### config.mk
export PLATFORM = sky130hd
export DESIGN_NAME = uart_rx_fifo_stat
export DESIGN_NICKNAME = d
export VERILOG_FILES = /design/src/rtl/uart_rx_fifo_stat.sv
export SDC_FILE = /design/constraint.sdc
export NUM_CORES = 1
export LEC_CHECK = 0
export BUFFER_PORTS_ARGS = -buffer_cell sky130_fd_sc_hd__buf_2
export CORE_UTILIZATION = 45
export DETAILED_ROUTE_END_ITERATION = 10
export PLACE_DENSITY = 0.72
export SYNTH_ARGS = -nofsm -noshare
export SYNTH_HDL_FRONTEND = slang
export SYNTH_SLANG_ARGS = --single-unit
### constraint.sdc
create_clock -name clk -period 3 [get_ports clk]
set_input_delay 0.15 -clock clk [delete_from_list [all_inputs] [get_ports clk]]
set_output_delay 0.15 -clock clk [all_outputs]
set_load 0.02 [all_outputs]
### src/rtl/uart_rx_fifo_stat.sv
module uart_rx_fifo_stat #(
  parameter int DEPTH = 8,
  parameter int DW    = 8
) (
  input  logic          clk,
  input  logic          rst_n,
  input  logic          chr_valid,
  input  logic [DW-1:0] chr_data,
  input  logic          chr_par_err,
  input  logic          chr_frm_err,
  input  logic          chr_brk,
  input  logic          start_det,
  input  logic          rd_data,
  input  logic          cmd_rst_err,
  input  logic          cmd_rst_rx,
  input  logic          cmd_rx_en,
  input  logic          cmd_rx_dis,
  input  logic          cmd_rts_set,
  input  logic          cfg_block_mode,
  input  logic          cfg_auto_rts,
  input  logic          cfg_irq_en,
  output logic [DW-1:0] rx_data,
  output logic [7:0]    status,
  output logic          rts,
  output logic          irq
);
  localparam int AW = (DEPTH > 1) ? $clog2(DEPTH) : 1;
  localparam int EW = DW + 3;
  localparam logic [AW:0]   FULL_CNT = (AW+1)'(DEPTH);
  localparam logic [AW-1:0] LAST_PTR = AW'(DEPTH - 1);

  logic [EW-1:0] mem [DEPTH];
  logic [AW-1:0] wptr, rptr;
  logic [AW:0]   cnt;
  logic          rx_on, hold_v, ovr, auto_neg;
  logic [EW-1:0] hold_q;
  logic [2:0]    acc;

  function automatic logic [AW-1:0] nxt(input logic [AW-1:0] p);
    return (p == LAST_PTR) ? '0 : p + 1'b1;
  endfunction

  wire           ready    = (cnt != '0);
  wire           space    = (cnt < FULL_CNT);
  wire           take     = chr_valid && rx_on;
  wire           drain    = hold_v && space;
  wire           push     = drain || (take && !hold_v && space);
  wire           pop      = rd_data && ready;
  wire [EW-1:0]  in_ent   = {chr_brk, chr_frm_err, chr_par_err, chr_data};
  wire [EW-1:0]  push_ent = drain ? hold_q : in_ent;
  wire [EW-1:0]  head     = mem[rptr];
  wire [2:0]     head_err = ready ? head[EW-1:DW] : 3'b000;
  wire [2:0]     errs     = cfg_block_mode ? acc : head_err;

  assign rx_data = ready ? head[DW-1:0] : '0;
  assign status  = {2'b00, errs, ovr, !space, ready};
  assign irq     = cfg_irq_en && ready;

  always_ff @(posedge clk) begin
    if (push) mem[wptr] <= push_ent;
  end

  always_ff @(posedge clk or negedge rst_n) begin
    if (!rst_n) begin
      wptr <= '0; rptr <= '0; cnt <= '0;
      rx_on <= 1'b0; hold_v <= 1'b0; hold_q <= '0;
      ovr <= 1'b0; acc <= '0; rts <= 1'b0; auto_neg <= 1'b0;
    end else if (cmd_rst_rx) begin
      wptr <= '0; rptr <= '0; cnt <= '0;
      rx_on <= 1'b0; hold_v <= 1'b0;
      ovr <= 1'b0; acc <= '0; rts <= 1'b0; auto_neg <= 1'b0;
    end else begin
      if (cmd_rx_dis)     rx_on <= 1'b0;
      else if (cmd_rx_en) rx_on <= 1'b1;

      if (push) wptr <= nxt(wptr);
      if (pop)  rptr <= nxt(rptr);
      cnt <= cnt + (AW+1)'(push) - (AW+1)'(pop);

      if (cmd_rx_dis) begin
        hold_v <= 1'b0;
      end else if (take && (hold_v || !space)) begin
        hold_q <= in_ent;
        hold_v <= 1'b1;
      end else if (drain) begin
        hold_v <= 1'b0;
      end

      if (cmd_rst_err)
        ovr <= 1'b0;
      else if (start_det && rx_on && hold_v && !space)
        ovr <= 1'b1;

      acc <= (cmd_rst_err ? 3'b000 : acc) | (push ? push_ent[EW-1:DW] : 3'b000);

      if (cmd_rts_set) begin
        rts <= 1'b1;
        auto_neg <= 1'b0;
      end else if (cfg_auto_rts && rts && rx_on && start_det && !space) begin
        rts <= 1'b0;
        auto_neg <= 1'b1;
      end else if (auto_neg && space && !hold_v) begin
        rts <= 1'b1;
        auto_neg <= 1'b0;
      end
    end
  end
endmodule


==> results_tabular.tex <==
\begin{tabular}{lr}
\hline
Metric & Value \\
\hline
\multicolumn{2}{l}{\textbf{Placement}} \\
\quad Post-DP HPWL & 5990 um \\
\quad Buffers on Ports & 39 \\
\quad Routability congestion estimate from global placement & approximately 0.74 \\
\multicolumn{2}{l}{\textbf{Clock tree}} \\
\quad Number of sinks handled by clock tree synthesis & 117 \\
\quad Setup repair bufs after CTS & 0 \\
\quad Cells resized by post-CTS repair & 0 \\
\quad CTS tree & done \\
\quad Clock tree root buffer cell & sky130\_fd\_sc\_hd\_\_clkbuf\_8 \\
\quad Deepest clock path buffer count & 2 \\
\quad CTS clk-pin slew, worst paths & 0.05 ns \\
\quad Clk\_lat worst skew & 0.52 ns \\
\quad Depth of the CTS H-tree & 4 \\
\quad TritonCTS buffer count & 17 \\
\quad Number of hold buffers added after CTS & 20 \\
\multicolumn{2}{l}{\textbf{Die}} \\
\quad Starting density of the core & 0.462 \\
\quad Die width & 108 um \\
\quad Chip height & 108 um \\
\quad Std-Cell Core Area & 0.0109 mm\^{}2 \\
\quad Standard-cell row count & 38 \\
\quad Top Ports & 42 \\
\quad Die area & 0.0116 mm\^{}2 \\
\multicolumn{2}{l}{\textbf{Worst setup path}} \\
\quad Type of element capturing the critical path & output port \\
\quad Biggest fanout along the worst timing path & 13 \\
\quad Setup CP Type & flip-flop to output port \\
\quad Critical path data arrival time & between 2 and 3 ns \\
\quad Crit start category & flip-flop \\
\quad Capture point of the worst reg-to-reg path & cnt[2] \\
\quad Worst reg2reg startpoint & cnt[3] \\
\quad Required time of the critical path & 2.85 ns \\
\quad Critical path capture point & status[4] \\
\quad R2R cell count & 12 \\
\quad Worst setup path start & rptr[0] \\
\quad Slack of the worst reg-to-reg path & 0.51 ns \\
\multicolumn{2}{l}{\textbf{Global routing}} \\
\quad First-pass GRT wire length & 15100 um \\
\quad Antenna violations before repair & 0 \\
\quad Maximum number of pins on one net before global-route repair & 30 \\
\quad Via count of the first global-routing pass & 2883 \\
\quad Congestion Overflow GR & 0 \\
\quad Total Routing Usage GR & 0.183 \\
\multicolumn{2}{l}{\textbf{Finish}} \\
\quad Synthesis-to-finish area growth & 23.3\% \\
\quad Number of inserted diodes & 0 \\
\quad Share of final-layout standard cells stronger than drive strength 1 & 0.332 \\
\quad Number of nets in the layout & 409 \\
\multicolumn{2}{l}{\textbf{Routing}} \\
\quad Via/cell ratio & 5.26 \\
\quad Overall via count from detail\_route & 2777 \\
\quad Routed Antenna Nets & 0 \\
\quad Remaining design rule violation count & 0 \\
\quad Number of DRC markers after the initial detailed-route iteration & 210 \\
\quad Routed Wire Length & between 9000 and 10000 um \\
\quad Drt wl/cell & 17.7 um \\
\quad Number of iterations in the first detailed-routing pass & 4 \\
\multicolumn{2}{l}{\textbf{Flow run}} \\
\quad Number of max-cap violations & 0 \\
\multicolumn{2}{l}{\textbf{Synthesis}} \\
\quad Top-area cell type share of the netlist area & 0.525 \\
\quad Share of synthesized cell area in full adder, half adder and majority cells & 0.0264 \\
\quad Area fraction in compound gates after synthesis & 0.0273 \\
\quad Post-Synthesis Cells & 296 \\
\quad Dominant cells by area after synthesis & sky130\_fd\_sc\_hd\_\_edfxtp\_1 (53\%), sky130\_fd\_sc\_hd\_\_dfrtp\_1 (14\%), sky130\_fd\_sc\_hd\_\_mux4\_2 (6.7\%) \\
\quad Avg Cell Area, Syn & 17.0 um\^{}2 \\
\quad Most common flop cell mapped by yosys & sky130\_fd\_sc\_hd\_\_edfxtp\_1 \\
\quad Main combinational cell family by area after synthesis & multiplexers \\
\quad EDFF count, synth & 88 \\
\quad Top cells by instance count after synthesis & sky130\_fd\_sc\_hd\_\_edfxtp\_1 (88), sky130\_fd\_sc\_hd\_\_dfrtp\_1 (29), sky130\_fd\_sc\_hd\_\_nor2\_1 (19) \\
\quad Cell Area, Synth & 0.00503 mm\^{}2 \\
\quad Synthesis Warnings & 0 \\
\quad Cell type with the highest aggregate area in the netlist & sky130\_fd\_sc\_hd\_\_edfxtp\_1 \\
\quad Mux cell area share after synthesis & 0.169 \\
\quad Post-Synth XOR/XNOR Area & 0.00522 \\
\quad Share of the yosys chip area belonging to registers & 0.669 \\
\quad Number of different library cells in the post-synthesis netlist & 49 \\
\quad Flops \& latches, synth & 117 \\
\quad Proportion of synthesized flip-flops having asynchronous set or reset & 0.248 \\
\quad Simple-gate share of the synthesized area & 0.0696 \\
\quad Dominant cell by count in the synthesized netlist & sky130\_fd\_sc\_hd\_\_edfxtp\_1 \\
\multicolumn{2}{l}{\textbf{Timing}} \\
\quad Max Slew Vio Count & 0 \\
\quad FMAX & 369 MHz \\
\quad Skew final & 0.00663 ns \\
\quad Tightest hold margin & 0.0285 ns \\
\quad Slew @ Worst Pin & between 0.8 and 0.9 ns \\
\quad Hold violation total from the final report & 0 \\
\quad Post-route minimum period & approximately 2.7 ns \\
\quad Normalized max-slew margin & 0.443 \\
\quad Number of failing setup endpoints in the final timing report & 0 \\
\quad Sum of negative setup slack & 0 ns \\
\quad RSZ-0062 raised after global routing & false \\
\quad Part of the cycle the worst path needs & 0.903 \\
\multicolumn{2}{l}{\textbf{Min path}} \\
\quad Hold crit path type & primary input to flip-flop \\
\quad Startpoint of the most critical hold path & cmd\_rst\_rx \\
\quad Worst hold path cell count & 2 \\
\multicolumn{2}{l}{\textbf{Power and ir drop}} \\
\quad PD cells & 800 mW/mm\^{}2 \\
\quad LEAKAGE & 2.37 nW \\
\quad Maximum resistive drop on vdd & 509 uV \\
\multicolumn{2}{l}{\textbf{Run status}} \\
\quad Result of the run & completed \\
\hline
\end{tabular}
## cells by family (layout without fill, tap and decap cells)
| kind of cell | Yosys count | after routing |
|---|---|---|
| fa+ha+maj | 10 | 10 |
| compound gates | 21 | 21 |
| xor+xnor | 3 | 3 |
| mux | 56 | 56 |
| buf+inv | 25 | 116 |
| flops | 117 | 117 |
| other cells | 1 | 2 |
| simple gates | 63 | 63 |
## metrics by stage
step | area, um^2 | total power [mW] | std cells | worst slack, ns | utilization
3_3_place_gp | 5420 | 3.00 | 476 | 0.604 | 0.498
2_1_floorplan | 5040 | 2.76 | 297 | 0.517 | -
5_1_grt | 6210 | 5.19 | 528 | 0.174 | 0.570
3_5_place_dp | 5420 | 3.03 | 476 | 0.522 | 0.498
6_report | 6210 | 4.97 | 528 | 0.292 | 0.570
4_1_cts | 6210 | 5.02 | 528 | 0.254 | 0.570
## worst min path at each step
stage,to
floorplan,acc[0]
global placement,auto_neg
detailed placement,cnt[0]
CTS,rts
global route,hold_v
finish,rts
## layer usage
layer	up-vias	part of all wire	GRT usage	wire length [um]
li1	1294	-	-	-
met1	1400	0.44	0.235	4070
met2	74	0.50	0.293	4700
met3	9	0.049	0.0611	462
met4	0	0.011	0.0558	106
met5	-	0	0	0
## critical path: stages (launching register included)
cell,delay (ns)
sky130_fd_sc_hd__dfrtp_1,0.77
sky130_fd_sc_hd__buf_4,0.32
sky130_fd_sc_hd__mux4_1,0.56
sky130_fd_sc_hd__nor2b_1,0.12
sky130_fd_sc_hd__o21ai_1,0.09
sky130_fd_sc_hd__buf_2,0.17
## power breakdown
part	internal [mW]	switching (mW)	total, mW
combinational	0.524	0.545	1.07
sequential	1.82	0.113	1.94
clock	1.30	0.660	1.96
## registers in the layout, summed over array words and instances, names as in the netlist, 3 cells and up
signal / count
cnt: 4
acc: 3
rptr: 3
wptr: 3
hold_q: 11
mem: 88
## area by class of cell
type                    instances  area [um^2]
repair buffers                 76          523
clock inverters                 9          129
inverters                       8         32.5
clock buffers                  23          457
well taps                     140          175
multi-input cells             155         1520
flip-flops and latches        117         3370
fillers                       818         4680
## cell usage in the layout (no fill, tap or decap), types with 6 or more instances in the layout
cell	count
sky130_fd_sc_hd__buf_2	39
sky130_fd_sc_hd__nand2_1	13
sky130_fd_sc_hd__mux2i_1	14
sky130_fd_sc_hd__clkbuf_16	16
sky130_fd_sc_hd__a21oi_1	9
sky130_fd_sc_hd__inv_1	7
sky130_fd_sc_hd__nor2_1	19
sky130_fd_sc_hd__ha_1	9
sky130_fd_sc_hd__dfrtp_1	29
sky130_fd_sc_hd__nor2b_1	6
sky130_fd_sc_hd__buf_4	17
sky130_fd_sc_hd__mux2_2	17
sky130_fd_sc_hd__mux4_2	15
sky130_fd_sc_hd__edfxtp_1	88
sky130_fd_sc_hd__dlygate4sd3_1	20
Note: power is estimated with default switching activity, not from simulation.
